--- config.mk ---
export PLATFORM = sky130hd
export DESIGN_NAME = pri_irq_hub
export DESIGN_NICKNAME = d
export VERILOG_FILES = /design/src/rtl/ih_pkg.sv /design/src/rtl/ih_reg_decode.sv /design/src/rtl/ih_line_state.sv /design/src/rtl/ih_prio_sort.sv /design/src/rtl/ih_class_arb.sv /design/src/rtl/pri_irq_hub.sv
export SDC_FILE = /design/constraint.sdc
export NUM_CORES = 1
export LEC_CHECK = 0
export BUFFER_PORTS_ARGS = -buffer_cell sky130_fd_sc_hd__buf_4
export CAP_MARGIN = 40
export CORE_MARGIN = 10
export CORE_UTILIZATION = 50
export DETAILED_ROUTE_END_ITERATION = 10
export PLACE_DENSITY = 0.67
export SYNTH_ARGS = -nofsm -noshare
export SYNTH_HDL_FRONTEND = slang
export SYNTH_SLANG_ARGS = --single-unit
--- constraint.sdc ---
create_clock -name clk -period 11.9 [get_ports clk]
set_clock_uncertainty 0.2 [all_clocks]
set_input_delay 2.38 -clock clk [delete_from_list [all_inputs] [get_ports clk]]
set_output_delay 2.38 -clock clk [all_outputs]
set_load 0.01 [all_outputs]
--- src/rtl/ih_pkg.sv ---
package ih_pkg;

  // Register kinds produced by the address decoder
  typedef enum logic [2:0] {
    RK_NONE,
    RK_PEND,
    RK_MASK,
    RK_WIN_N,
    RK_WIN_F,
    RK_CTRL,
    RK_CFG,
    RK_SWT
  } ih_reg_e;

  // Word indexes (byte offset / 4) of the fixed registers
  localparam int unsigned WIDX_PEND  = 0;
  localparam int unsigned WIDX_MASK  = 1;
  localparam int unsigned WIDX_WIN_N = 4;
  localparam int unsigned WIDX_WIN_F = 5;
  localparam int unsigned WIDX_CTRL  = 6;
  localparam int unsigned WIDX_CFG0  = 7;

  // Class numbering, also the bit of the control word for each class
  localparam int unsigned CLS_NORM = 0;
  localparam int unsigned CLS_FAST = 1;
  localparam int unsigned N_CLS    = 2;

endpackage

--- src/rtl/ih_reg_decode.sv ---
module ih_reg_decode
  import ih_pkg::*;
#(
  parameter int unsigned N_LINES = 32,
  parameter int unsigned ADDR_W  = 8,
  localparam int unsigned IDX_W  = $clog2(N_LINES),
  localparam int unsigned WIDX_W = ADDR_W - 2
) (
  input  logic [ADDR_W-1:0] addr,
  output ih_reg_e           kind,
  output logic [IDX_W-1:0]  line
);

  localparam int unsigned WIDX_SWT = WIDX_CFG0 + N_LINES;

  logic [WIDX_W-1:0] widx;
  logic              aligned;

  assign widx    = addr[ADDR_W-1:2];
  assign aligned = (addr[1:0] == 2'b00);

  always_comb begin
    kind = RK_NONE;
    line = '0;
    if (aligned) begin
      if (widx == WIDX_W'(WIDX_PEND)) begin
        kind = RK_PEND;
      end else if (widx == WIDX_W'(WIDX_MASK)) begin
        kind = RK_MASK;
      end else if (widx == WIDX_W'(WIDX_WIN_N)) begin
        kind = RK_WIN_N;
      end else if (widx == WIDX_W'(WIDX_WIN_F)) begin
        kind = RK_WIN_F;
      end else if (widx == WIDX_W'(WIDX_CTRL)) begin
        kind = RK_CTRL;
      end else if (widx >= WIDX_W'(WIDX_CFG0) && widx < WIDX_W'(WIDX_SWT)) begin
        kind = RK_CFG;
        line = IDX_W'(widx - WIDX_W'(WIDX_CFG0));
      end else if (widx == WIDX_W'(WIDX_SWT)) begin
        kind = RK_SWT;
      end
    end
  end

endmodule

--- src/rtl/ih_line_state.sv ---
module ih_line_state #(
  parameter int unsigned N_LINES = 32,
  parameter int unsigned PRIO_W  = 5,
  localparam int unsigned IDX_W  = $clog2(N_LINES),
  localparam int unsigned CFG_W  = PRIO_W + 2
) (
  input  logic                      clk,
  input  logic                      rst_n,
  input  logic [N_LINES-1:0]        irq_in,
  input  logic [N_LINES-1:0]        sw_hot,
  input  logic                      pend_we,
  input  logic [N_LINES-1:0]        pend_wdata,
  input  logic                      ack_en,
  input  logic [IDX_W-1:0]          ack_line,
  input  logic                      cfg_we,
  input  logic [IDX_W-1:0]          cfg_line,
  input  logic [CFG_W-1:0]          cfg_wdata,
  output logic [N_LINES-1:0]        pend_q,
  output logic [N_LINES-1:0]        inp_q,
  output logic [N_LINES-1:0]        lvl_q,
  output logic [N_LINES-1:0]        fast_q,
  output logic [N_LINES*PRIO_W-1:0] prio_flat
);

  logic [N_LINES-1:0] pin_q;
  logic [N_LINES-1:0] assert_ev, deassert_ev;
  logic [N_LINES-1:0] set_v, keep_v, ack_v, lvl_clr;
  logic [N_LINES-1:0] inp_d, pend_d;
  logic [PRIO_W-1:0]  prio_q [N_LINES];

  // Request events: pin edges plus one-hot software injection
  assign assert_ev   = (irq_in & ~pin_q) | sw_hot;
  assign deassert_ev = pin_q & ~irq_in & ~sw_hot;

  // A rising request becomes pending when not already pending;
  // edge-sensed lines additionally need a low input state before.
  assign set_v   = assert_ev & ~pend_q & (lvl_q | ~inp_q);
  assign lvl_clr = deassert_ev & lvl_q;

  // Software clear, with level lines still asserted protected
  assign keep_v = pend_we ? (pend_wdata | (inp_q & lvl_q)) : '1;

  // Winner-code read acknowledges an edge-sensed line
  always_comb begin
    ack_v = '0;
    if (ack_en) ack_v[ack_line] = ~lvl_q[ack_line];
  end

  assign inp_d  = (inp_q | assert_ev) & ~deassert_ev;
  assign pend_d = ((pend_q & keep_v & ~ack_v) | set_v) & ~lvl_clr;

  always_ff @(posedge clk or negedge rst_n) begin
    if (!rst_n) begin
      pin_q  <= '0;
      inp_q  <= '0;
      pend_q <= '0;
    end else begin
      pin_q  <= irq_in;
      inp_q  <= inp_d;
      pend_q <= pend_d;
    end
  end

  // Per-line configuration: priority, sense and routing
  always_ff @(posedge clk or negedge rst_n) begin
    if (!rst_n) begin
      lvl_q  <= '0;
      fast_q <= '0;
      for (int i = 0; i < N_LINES; i++) prio_q[i] <= '0;
    end else if (cfg_we) begin
      for (int i = 0; i < N_LINES; i++) begin
        if (cfg_line == IDX_W'(i)) begin
          fast_q[i] <= cfg_wdata[0];
          lvl_q[i]  <= cfg_wdata[1];
          prio_q[i] <= cfg_wdata[2 +: PRIO_W];
        end
      end
    end
  end

  for (genvar g = 0; g < N_LINES; g++) begin : g_prio
    assign prio_flat[g*PRIO_W +: PRIO_W] = prio_q[g];
  end

endmodule

--- src/rtl/ih_prio_sort.sv ---
module ih_prio_sort #(
  parameter int unsigned N_LINES = 32,
  parameter int unsigned PRIO_W  = 5,
  localparam int unsigned IDX_W  = $clog2(N_LINES)
) (
  input  logic [N_LINES-1:0]        req,
  input  logic [N_LINES*PRIO_W-1:0] prio_flat,
  output logic                      any,
  output logic [IDX_W-1:0]          idx
);

  // Binary tree, N_LINES a power of two. Node k has children 2k and
  // 2k+1; leaves sit at N_LINES+i, so right children hold higher lines.
  localparam int unsigned NODES = 2 * N_LINES;

  logic [NODES-1:1]  nv;
  logic [PRIO_W-1:0] np [2:NODES-1];
  logic [IDX_W-1:0]  ni [1:NODES-1];

  for (genvar i = 0; i < N_LINES; i++) begin : g_leaf
    assign nv[N_LINES+i] = req[i];
    assign np[N_LINES+i] = prio_flat[i*PRIO_W +: PRIO_W];
    assign ni[N_LINES+i] = IDX_W'(i);
  end

  for (genvar k = 1; k < N_LINES; k++) begin : g_node
    logic take_r;
    // Lower value wins; an equal value goes to the higher line
    assign take_r = nv[2*k+1] && (!nv[2*k] || (np[2*k+1] <= np[2*k]));
    assign nv[k]  = nv[2*k] | nv[2*k+1];
    assign ni[k]  = take_r ? ni[2*k+1] : ni[2*k];
    if (k > 1) begin : g_prio
      assign np[k] = take_r ? np[2*k+1] : np[2*k];
    end
  end

  assign any = nv[1];
  assign idx = ni[1];

endmodule

--- src/rtl/ih_class_arb.sv ---
module ih_class_arb #(
  parameter int unsigned N_LINES = 32,
  parameter int unsigned PRIO_W  = 5,
  localparam int unsigned IDX_W  = $clog2(N_LINES)
) (
  input  logic                      clk,
  input  logic                      rst_n,
  input  logic [N_LINES-1:0]        active,
  input  logic [N_LINES*PRIO_W-1:0] prio_flat,
  input  logic                      new_agr,
  output logic                      irq_o,
  output logic [IDX_W-1:0]          win_o
);

  logic             cand_any;
  logic [IDX_W-1:0] cand_idx;

  ih_prio_sort #(
    .N_LINES (N_LINES),
    .PRIO_W  (PRIO_W)
  ) u_sort (
    .req       (active),
    .prio_flat (prio_flat),
    .any       (cand_any),
    .idx       (cand_idx)
  );

  // Output low means the class is armed for its next agreement
  always_ff @(posedge clk or negedge rst_n) begin
    if (!rst_n) begin
      irq_o <= 1'b0;
      win_o <= '0;
    end else if (new_agr) begin
      irq_o <= 1'b0;
    end else if (!irq_o && cand_any) begin
      irq_o <= 1'b1;
      win_o <= cand_idx;
    end
  end

endmodule

--- src/rtl/pri_irq_hub.sv ---
module pri_irq_hub
  import ih_pkg::*;
#(
  parameter int unsigned N_LINES = 32,
  parameter int unsigned PRIO_W  = 5,
  parameter int unsigned ADDR_W  = 8,
  parameter int unsigned DATA_W  = 32
) (
  input  logic               clk,
  input  logic               rst_n,
  input  logic [31:0]        irq_in,
  input  logic               reg_valid,
  input  logic               reg_write,
  input  logic [ADDR_W-1:0]  reg_addr,
  input  logic [DATA_W-1:0]  reg_wdata,
  output logic               rsp_valid,
  output logic [DATA_W-1:0]  rsp_rdata,
  output logic               irq_norm,
  output logic               irq_fast
);

  localparam int unsigned IDX_W = $clog2(N_LINES);
  localparam int unsigned CFG_W = PRIO_W + 2;

  ih_reg_e            kind;
  logic [IDX_W-1:0]   acc_line;
  logic               wr_en, rd_en;
  logic [N_LINES-1:0] wlow, sw_hot;
  logic [N_LINES-1:0] pend_q, inp_q, lvl_q, fast_q, mask_q;
  logic [N_LINES*PRIO_W-1:0] prio_flat;
  logic [N_LINES-1:0] active [N_CLS];
  logic [N_CLS-1:0]   irq_q, new_agr;
  logic [IDX_W-1:0]   win_q [N_CLS];
  logic [IDX_W-1:0]   win_norm, win_fast;
  logic               ack_en;
  logic [IDX_W-1:0]   ack_line;
  logic [DATA_W-1:0]  rd_mux;

  ih_reg_decode #(
    .N_LINES (N_LINES),
    .ADDR_W  (ADDR_W)
  ) u_dec (
    .addr (reg_addr),
    .kind (kind),
    .line (acc_line)
  );

  assign wr_en = reg_valid &&  reg_write;
  assign rd_en = reg_valid && !reg_write;

  // Software trigger keeps only the lowest set bit of the data
  assign wlow   = reg_wdata[N_LINES-1:0];
  assign sw_hot = (wr_en && kind == RK_SWT) ? (wlow & (~wlow + 1'b1)) : '0;

  // Winner-code reads acknowledge the latched line
  assign win_norm = win_q[CLS_NORM];
  assign win_fast = win_q[CLS_FAST];
  assign ack_en   = rd_en && (kind == RK_WIN_N || kind == RK_WIN_F);
  assign ack_line = (kind == RK_WIN_F) ? win_fast : win_norm;

  ih_line_state #(
    .N_LINES (N_LINES),
    .PRIO_W  (PRIO_W)
  ) u_lines (
    .clk        (clk),
    .rst_n      (rst_n),
    .irq_in     (irq_in[N_LINES-1:0]),
    .sw_hot     (sw_hot),
    .pend_we    (wr_en && kind == RK_PEND),
    .pend_wdata (wlow),
    .ack_en     (ack_en),
    .ack_line   (ack_line),
    .cfg_we     (wr_en && kind == RK_CFG),
    .cfg_line   (acc_line),
    .cfg_wdata  (reg_wdata[CFG_W-1:0]),
    .pend_q     (pend_q),
    .inp_q      (inp_q),
    .lvl_q      (lvl_q),
    .fast_q     (fast_q),
    .prio_flat  (prio_flat)
  );

  always_ff @(posedge clk or negedge rst_n) begin
    if (!rst_n) begin
      mask_q <= '1;
    end else if (wr_en && kind == RK_MASK) begin
      mask_q <= wlow;
    end
  end

  // One arbiter per class; the control word bit equals the class number
  for (genvar c = 0; c < N_CLS; c++) begin : g_cls
    if (c == CLS_FAST) begin : g_route
      assign active[c] = pend_q & ~mask_q & fast_q;
    end else begin : g_route
      assign active[c] = pend_q & ~mask_q & ~fast_q;
    end
    assign new_agr[c] = wr_en && (kind == RK_CTRL) && reg_wdata[c];

    ih_class_arb #(
      .N_LINES (N_LINES),
      .PRIO_W  (PRIO_W)
    ) u_arb (
      .clk       (clk),
      .rst_n     (rst_n),
      .active    (active[c]),
      .prio_flat (prio_flat),
      .new_agr   (new_agr[c]),
      .irq_o     (irq_q[c]),
      .win_o     (win_q[c])
    );
  end

  assign irq_norm = irq_q[CLS_NORM];
  assign irq_fast = irq_q[CLS_FAST];

  // Read data, registered with the response strobe
  always_comb begin
    rd_mux = '0;
    case (kind)
      RK_PEND:  rd_mux = DATA_W'(pend_q);
      RK_MASK:  rd_mux = DATA_W'(mask_q);
      RK_WIN_N: rd_mux = DATA_W'(win_norm);
      RK_WIN_F: rd_mux = DATA_W'(win_fast);
      RK_CFG:   rd_mux = DATA_W'({prio_flat[acc_line*PRIO_W +: PRIO_W],
                                  lvl_q[acc_line], fast_q[acc_line]});
      default:  rd_mux = '0;
    endcase
  end

  always_ff @(posedge clk or negedge rst_n) begin
    if (!rst_n) begin
      rsp_valid <= 1'b0;
      rsp_rdata <= '0;
    end else begin
      rsp_valid <= rd_en;
      rsp_rdata <= rd_en ? rd_mux : '0;
    end
  end

endmodule

Word level (Yosys, flattened, before mapping)
Index checks and enable logic that the tools add are counted.
{ "totals": {"reg_bits": 397, "in_bits": 76, "out_inout_bits": 35, "elab_cells": 699} }
{ "classes": {"addsub": 2, "multipliers": 1, "order_cmp": 51, "n_eq_ne": 43, "shift": 1, "mux": 155, "bitwise": 97, "n_reduce_logical": 243} }
{ "op_table": {"columns": ["op", "n"], "rows": [
  ["$and 32x32->32", 16],
  ["$mux 5", 98],
  ["$not 32->32", 11],
  ["$le 5x5->1", 46],
  ["$or 32x32->32", 5],
  ["$pmux 32 s5", 1],
  ["$shiftx 160x9->5", 1],
  ["$mux 32", 4],
  ["$eq 5x5->1 const B", 16],
  ["$logic_and 1x1->1", 76],
  ["$reduce_and 2->1", 34],
  ["$logic_not 1->1", 65],
  ["$logic_or 1x1->1", 63],
  ["$or 1x1->1", 62],
  ["$eq 5x4->1 const B", 8],
  ["$mux 1", 40],
  ["$add 32x1->32 const B", 1],
  ["$mux 3", 8],
  ["$eq 5x3->1 const B", 4],
  ["$eq 6x3->1 const B", 3],
  ["$bmux 1 s5", 3],
  ["$eq 3x3->1 const B", 4],
  ["$lt 5x6->1 const B", 2],
  ["$eq 5x2->1 const B", 2],
  ["16 further kinds", 20]
]} }

Depth between registers and ports, before layout
Gate-level depths: netlist (run 1).
{ "logic_depth": {"word_depth": 23, "mapped_depth": 56, "depth_no_buf": 52} }

Hierarchy
A second synthesis (run 1) with hierarchy kept.
{ "hier_totals": {"cells_unflattened": 3379, "area_unflattened_um2": 32481.2} }
{ "by_module_without_submodules": {"columns": ["mod", "n_inst", "cells_each", "area_per_inst_um2", "seq_area_each_um2"], "rows": [
  ["ih_line_state", 1, 1020, 13508.0, 8007.7],
  ["ih_prio_sort at g_cls[1].u_arb.u_sort", 1, 886, 6313.6, 0.0],
  ["ih_prio_sort at g_cls[0].u_arb.u_sort", 1, 894, 6234.7, 0.0],
  ["pri_irq_hub", 1, 503, 5631.7, 1666.6],
  ["ih_class_arb", 2, 14, 232.7, 150.1],
  ["ih_reg_decode", 1, 48, 327.8, 0.0]
]} }

Worst setup path after synthesis (run 1)
OpenSTA, ideal clock, no wires.
{ "synth_path": {"path_kind": "register to register", "from": "register u_lines.prio_q, in the netlist u_lines.prio_flat[91]", "to": "register g_cls[1].u_arb.win_o[0]", "setup_ps": 123, "arrival_ps": 8928, "t_required_ps": 11577, "slack_ps": 2649, "path_stages_with_launch": 56, "n_path_buf": 5, "period_less_slack_ps": 9251, "path_cell_list": "dfrtp_1 -> clkbuf_1 -> inv_1 -> ha_1 -> nor2b_1 -> o21a_1 -> o21a_1 -> o21ai_0 -> a211oi_1 -> nor2_1 -> nor2_1 -> a21oi_1 -> inv_1 -> ha_1 -> a21o_1 -> a21o_1 -> o21ai_0 -> a21o_1 -> [20 not listed] -> o21a_1 -> o21ai_0 -> nand2b_1 -> a21oi_1 -> o21a_1 -> clkbuf_1 -> clkbuf_1 -> nor2b_1 -> nor2_1 -> ha_1 -> nor2b_1 -> o21a_1 -> o21ai_0 -> nand2b_1 -> a21oi_1 -> o22a_1 -> nand2_1 -> o221a_2"} }
{ "synth_between": {"elab_chain_cells": 20, "word_cells_on_any_way": 24, "classes_between": "order compare (5); mux (9); reduce/logical (10)"} }
{ "synth_rtl": {"columns": ["item", "line", "source"], "rows": [
  ["from (decl)", "ih_line_state.sv:29", "logic [PRIO_W-1:0] prio_q [N_LINES];"],
  ["from (signal, indexed assignment)", "ih_line_state.sv:75", "prio_q[i] <= cfg_wdata[2 +: PRIO_W];"],
  ["$le 5x5->1", "ih_prio_sort.sv:29", "assign take_r = nv[2*k+1] && (!nv[2*k] || (np[2*k+1] <= np[2*k]));"],
  ["$logic_or 1x1->1", "ih_prio_sort.sv:29", null],
  ["$logic_and 1x1->1", "ih_prio_sort.sv:29", null],
  ["$mux 5", "ih_prio_sort.sv:33", "assign np[k] = take_r ? np[2*k+1] : np[2*k];"],
  ["$le 5x5->1", "ih_prio_sort.sv:29", null],
  ["$logic_or 1x1->1", "ih_prio_sort.sv:29", null],
  ["$logic_and 1x1->1", "ih_prio_sort.sv:29", null],
  ["$mux 5", "ih_prio_sort.sv:33", null],
  ["[4 not listed]", null, null],
  ["$le 5x5->1", "ih_prio_sort.sv:29", null],
  ["$logic_or 1x1->1", "ih_prio_sort.sv:29", null],
  ["$logic_and 1x1->1", "ih_prio_sort.sv:29", null],
  ["$mux 5", "ih_prio_sort.sv:33", null],
  ["$le 5x5->1", "ih_prio_sort.sv:29", null],
  ["$logic_or 1x1->1", "ih_prio_sort.sv:29", null],
  ["$logic_and 1x1->1", "ih_prio_sort.sv:29", null],
  ["$mux 5 (*)", "ih_prio_sort.sv:31", "assign ni[k] = take_r ? ni[2*k+1] : ni[2*k];"],
  ["to (signal assigned)", "ih_class_arb.sv:37", "win_o <= cand_idx;"],
  ["to (decl)", "ih_class_arb.sv:12", "output logic [IDX_W-1:0] win_o"]
]} }
Every way passes the cells marked *; elsewhere a longest branch is shown, timed or not.
A chain may end at the register's enable or synchronous reset.

Final worst setup path (run 1)
{ "layout_path": {"from": "register u_lines.prio_q, in the netlist u_lines.prio_flat[141]", "to": "register g_cls[1].u_arb.win_o[0]"} }
Same word-level chain as after synthesis.

==> qor.yml, run 1 <==
clock_network:
  postCtsResizedCells: 0
  cts_tree: "done"
  clock_latency_ns: 0.63
  ctsHoldBuffers: 0
  cts_setup_buffers: 0
  numCtsBuffers: 47
  clkSinkCount: 397
  cts_buffer_depth: 3
  path_clk_slew_ns: 0.06
  h-tree-depth: 2
  cts_root_buf: "clkbuf_16"
final_layout:
  final_layout_size_suffix_gt1_share_pct: 16.93
  final_area_mm2: 0.03311
  multi_input_area_mm2: 0.01826
  fillers: 5201
  seq_area_mm2: 0.009975
  antenna_cells: 0
  num-nets-final: 3648
  syn2layout_area_growth_pct: 11.63
logic_synthesis:
  async_flop_share_pct: 100.0
  yosysWarningCount: 0
  yosys-top-cells-area: "dfrtp_1 31%, ha_1 9.5%, mux2_2 9.3%"
  syn-cell-area_mm2: 0.02966
  synth_top_cell_by_area: "dfrtp_1"
  synthCells: 3247
  ys_ff_latch: 397
  synth_edf_count: 0
  synth_ff_type: "dfrtp_1"
  synth_seq_area_share_pct: 33.63
  yosys.cell_types.count: 85
  synth_nets: 3549
  synth_top_area_share_pct: 30.79
  syn_avg_cell_area_um2: 9.135
worst_setup_path:
  crit_family: "compound AO/OA/AOI/OAI gates"
  cpMaxStageDelayCell: "a41oi_1"
  crit_arrival_ns: 10.98
  rr_startpoint: "u_lines.prio_flat[141]"
  worst-path-stages: 46
  path_buf_inv: 2
  worstSetupPathType: "reg2reg"
  crit_top_cell: "o21a_1"
  slowest_delay_ns: 0.73
  endpoint_kind: "flop"
  crit_path_max_fanout: 17
  cp-start-kind: "flop"
  critPathLaunch: "u_lines.prio_flat[141]"
  worstPathRequired_ns: 12.25
  r2r_cells: 46
sta:
  slew_headroom_pct: 34.69
  hold_ws_ns: 0.3339
  final.period_utilization_pct: 89.38
  min_period_ns: 10.64
  slew_viol_final: 0
  fmax_ghz: 0.09401
  setup_viol: 0
  rsz0062_at_grt: "no"
  tightest_slew_ns: 0.9760
  fin_setup_tns_ns: 0
  hold_viol: 0
  setup_slack_ns: 1.263
power:
  ir_drop_uv: 143.5
  total_power_uw: 4814
  p_leak_uw: 0.01533
  power_density_mw_per_mm2: 145.4
detailed_routing:
  ant_nets: 0
  wl_per_cell_um: 25.86
  firstDrtPassIters: 8
  viasPerCell: 6.614
  first_iter_violations: 3054
  drc: 0
  vias: 27500
  wirelength_mm: 107.5
place:
  placed_cell_area_mm2: 0.03145
  place_congestion: 0.9968
  dp_slack_ns: 1.492
  port_buffers: 110
  dp_hpwl_mm: 80.82
die:
  start_util_pct: 50.35
  rows: 89
  die_w_um: 263.6
  io_pins: 111
  die_h_um: 263.6
  dieArea_mm2: 0.06947
  core_mm2: 0.05891
global_route:
  grt_pass1_vias: 26350
  grt_use_total_pct: 29.81
  overflow: 0
  grt_max_degree: 110
  grt_first_pass_wirelength_mm: 161.8
  antenna_found_initial: 2
flow_run:
  maxCapViolCount: 0
status:
  status: "finished, final reports clean"
min_path:
  hold_start: "mask_q[30]"
  hold_depth: 2
  holdCritPathClass: "reg2reg"
[synthesized netlist by cell type (33+ instances only)]
master	count
and3_1	33
a31oi_1	46
nand2b_1	52
nor2b_1	60
ha_1	226
o21a_1	71
mux2_2	246
a21oi_1	182
o21ai_0	227
dfrtp_1	365
o221ai_1	60
inv_1	273
nor2_1	220
a21o_1	45
clkbuf_1	97
o22a_1	68
mux2i_1	176
nand2_1	243
nand3_1	56
a22oi_1	77
[logic make-up (layout without fill, tap and decap cells)]
logic type,after synthesis,count (layout),synth area share (%)
flops,397,397,33.63
xor+xnor,3,3,0.08860
simple gates,853,853,14.35
buf+inv,387,525,4.923
compound gates,949,949,21.61
fa+ha+maj,230,230,9.672
mux,428,428,15.73
[power breakdown]
part           leakage [uW]  switching [uW]  internal, uW
registers           0.00496             144          1450
clock network      0.000807             631           915
logic               0.00956            1010           662
[sequential cells by signal, indices dropped and copies added (netlist names)]
register / count
u_lines.lvl_q: 32
g_cls.u_arb.win_o: 10
u_lines.pin_q: 32
mask_q: 32
rsp_valid: 1
u_lines.fast_q: 32
u_lines.inp_q: 32
u_lines.prio_flat: 160
rsp_rdata: 32
g_cls.u_arb.irq_o: 2
u_lines.pend_q: 32
[final cells by class]
| type | count | area share (%) |
|---|---|---|
| clock buffers | 63 | 3.979 |
| clock inverters | 25 | 0.9975 |
| inverters | 275 | 3.117 |
| multi-input cells | 2463 | 55.15 |
| flip-flops and latches | 397 | 30.12 |
| well taps | 773 | 2.921 |
| repair buffers | 162 | 3.714 |
[worst min-delay path, delay by kind of cell, from the launching register on]
kind / cells / cell delay [ns]
flops: 1 / 0.39
compound gates: 1 / 0.08
simple gates: 1 / 0.05
[layout by cell type (no fill, tap or decap), types with 25 or more instances in the layout]
master and count:
dfrtp_1 365, inv_1 273, mux2_2 246, nand2_1 242, o21ai_0 227, ha_1 226
nor2_1 218, a21oi_1 181, mux2i_1 175, buf_4 155, a22oi_1 77, o21a_1 71
o22a_1 68, nor2b_1 60, o221ai_1 60, nand3_1 55, nand2b_1 52, clkbuf_16 48
a31oi_1 46, a21o_1 45, and3_1 33, dfstp_2 32, nor3b_1 29, nor3_1 25
[stage by stage]
step                      utilization [%]  std cells
after floorplan                         -       3247
after global placement              53.15       4050
after detailed placement            53.38       4067
after CTS                           56.18       4155
after global routing                56.21       4158
final                               56.21       4158
[metal layers]
metal,track usage (%),wire length (um)
met1,41.01,46200
met2,44.61,46030
met3,6.479,10570
met4,12.32,4704
met5,0,13
[worst paths after layout]
path | endpoint | slack (ns)
setup / recovery | g_cls[1].u_arb.win_o[0] | 1.26
hold / removal | mask_q[30] | 0.33
setup reg to reg | g_cls[1].u_arb.win_o[0] | 1.26
hold reg to reg | mask_q[30] | 0.33
max in group asynchronous | rsp_rdata[15] | 7.82
min in group asynchronous | u_lines.pend_q[25] | 1.63
Power figures use the tool's default switching activity.
==> run 2: changes to the inputs <==
CELL_PAD_IN_SITES_DETAIL_PLACEMENT = 1   (was not set)
CELL_PAD_IN_SITES_GLOBAL_PLACEMENT = 2   (was not set)
CORE_UTILIZATION = 41   (was 50)
PLACE_DENSITY = not set   (was 0.67)
PLACE_DENSITY_LB_ADDON = 0.1   (was not set)
==> qor.yml, run 2 (synthesized netlist as in run 1, its figures left out) <==
final_layout:
  num-nets-final: 3647  # -0.027%
  layout_commonest_cell: "dfrtp_1"
  antenna_cells: 0  # unchanged
  final_layout_size_suffix_gt1_share_pct: 16.96  # +0.030 points
  syn2layout_area_growth_pct: 12.79
  largest_register_ff_count: 160  # unchanged
  final_area_mm2: 0.03346  # +1.0%
  layout_common_cells: "365 x dfrtp_1, 273 x inv_1, 246 x mux2_2"
place:
  placed_cell_area_mm2: 0.03171  # +0.85%
  dp_slack_ns: 1.309  # -0.1832 ns
  place_congestion: 0.9322  # -6.5%
  port_buffers: 110  # unchanged
  dp_hpwl_mm: 92.26  # +14%
worst_setup_path:
  reg2reg_to: "g_cls[1].u_arb.win_o[0]"
  cpMaxStageDelayCell: "a21oi_1"
  worstPathRequired_ns: 12.25  # about the same
  crit_arrival_ns: 11.27  # +0.29 ns
  worstSetupPathType: "reg2reg"
  slowest_delay_ns: 0.70  # -0.03 ns
  regToRegSetupSlack_ns: 0.99  # -0.28 ns
  crit_top_cell: "o21a_1"
  crit_path_max_fanout: 17  # unchanged
  rr_startpoint: "u_lines.prio_flat[131]"
  cp-start-kind: "flop"
  r2r_cells: 46  # unchanged
  endpoint_kind: "flop"
die:
  core_mm2: 0.07161  # +22%
  dieArea_mm2: 0.08351  # +20%
  die_h_um: 289.0  # +9.6%
  io_pins: 111  # unchanged
  start_util_pct: 41.42  # -8.9 points
  die_w_um: 289.0  # +9.6%
  rows: 98  # +10%
flow_run:
  maxCapViolCount: 0  # unchanged
global_route:
  grt_pass1_vias: 28750  # +9.1%
  antenna_found_initial: 2  # unchanged
  overflow: 0  # unchanged
  grt_first_pass_wirelength_mm: 181.4  # +12%
  grt_max_degree: 159  # +45%
  grt_use_total_pct: 28.50  # -1.3 points
clock_network:
  clkSinkCount: 397  # unchanged
  cts_tree: "done"
  cts_root_buf: "clkbuf_16"
  clock_latency_ns: 0.63  # about the same
  h-tree-depth: 2  # unchanged
  numCtsBuffers: 50  # +6.4%
  path_clk_slew_ns: 0.06  # about the same
  ctsHoldBuffers: 0  # unchanged
  cts_buffer_depth: 3  # unchanged
  postCtsResizedCells: 0  # unchanged
  cts_setup_buffers: 0  # unchanged
power:
  ir_drop_uv: 116.6  # -19%
  seq_power_share_pct: 32.4  # -0.8 points
  p_leak_uw: 0.01537  # +0.24%
  p_sw_uw: 1878  # +5.3%
  p_sw_share_pct: 37.88  # +0.83 points
  clock_power_share_pct: 32.9  # +0.8 points
  internal_power_uw: 3080  # +1.7%
  combPwrFrac_pct: 34.7  # about the same
  power_density_mw_per_mm2: 148.2  # +2.0%
min_path:
  hold_depth: 2  # unchanged
  holdCritPathClass: "reg2reg"
  min_to: "mask_q[11]"
  hold_start: "mask_q[11]"
detailed_routing:
  wl_per_cell_um: 27.95  # +8.1%
  vias: 26980  # -1.9%
  ant_nets: 0  # unchanged
  wirelength_mm: 121.2  # +13%
  drc: 0  # unchanged
  firstDrtPassIters: 5  # -3
  first_iter_violations: 1715  # -44%
  viasPerCell: 6.223  # -5.9%
sta:
  slew_headroom_pct: 29.29  # -5.4 points
  min_period_ns: 10.91  # +0.2751 ns
  fin_setup_tns_ns: 0  # unchanged
  final.period_utilization_pct: 91.70  # +2.3 points
  tightest_slew_ns: 1.061  # +0.08468 ns
  slew_viol_final: 0  # unchanged
  rsz0062_at_grt: "no"
  fmax_ghz: 0.09164  # -2.5%
  setup_viol: 0  # unchanged
  setup_slack_ns: 0.9882  # -0.2751 ns
  hold_viol: 0  # unchanged
status:
  status: "finished, final reports clean"
[run 2: worst max-delay path: cells and delay by family (launching register included)]
kind	cells	cell delay, ns
AO/OA/AOI/OAI	25	5.74
adder cells (fa/ha/maj)	5	1.57
flip-flops	1	0.42
multiplexers	2	0.83
buffers and inverters	2	0.16
AND/OR/NAND/NOR	12	1.90
[run 2: layout make-up]
cell class / count / area [um^2]
multi-input combinational: 2463 / 18270
inverter: 275 / 1032
clock buffer: 71 / 1451
tap: 950 / 1189
sequential: 397 / 9975
clock inverter: 21 / 294.0
fill: 8205 / 38150
timing repair buffer: 158 / 1249
[run 2: worst max path at each step]
stage | slack [ns] | end | startpoint
after floorplan | 2.65 | g_cls[1].u_arb.win_o[0] | u_lines.prio_flat[91]
after global placement | 1.79 | g_cls[1].u_arb.win_o[0] | u_lines.prio_flat[71]
after detailed placement | 1.31 | g_cls[1].u_arb.win_o[0] | u_lines.prio_flat[131]
after CTS | 1.18 | g_cls[1].u_arb.win_o[0] | u_lines.prio_flat[61]
after global routing | 0.20 | g_cls[1].u_arb.win_o[0] | u_lines.prio_flat[61]
final | 0.99 | g_cls[1].u_arb.win_o[0] | u_lines.prio_flat[131]
[run 2: power by group through the flow]
| stage | Combinational [uW] | Clock (uW) | Sequential, uW |
|---|---|---|---|
| 4_1_cts | 1710 | 1660 | 1600 |
| 2_1_floorplan | 1150 | 0 | 1540 |
| 3_3_place_gp | 1630 | 0 | 1620 |
| 6_report | 1720 | 1630 | 1610 |
| 5_1_grt | 1900 | 1720 | 1610 |
| 3_5_place_dp | 1700 | 0 | 1630 |
[run 2: per-stage QoR]
step	power [uW]	cells	utilization, %	hold slack, ns
6_report	4959	4335	46.72	0.3184
5_1_grt	5233	4335	46.72	0.3394
4_1_cts	4978	4335	46.72	0.3246
3_5_place_dp	3328	4243	44.28	0.3157
3_3_place_gp	3249	4228	44.07	0.3162
2_1_floorplan	2692	3247	-	0.2723
[run 2: metal layers]
layer	part of all wire [%]	GRT usage (%)	vias to the layer above
li1	-	-	12180
met1	42	34.73	13890
met2	50	50.85	684
met3	4.1	3.353	225
met4	4.0	10.71	0
met5	0	0	-
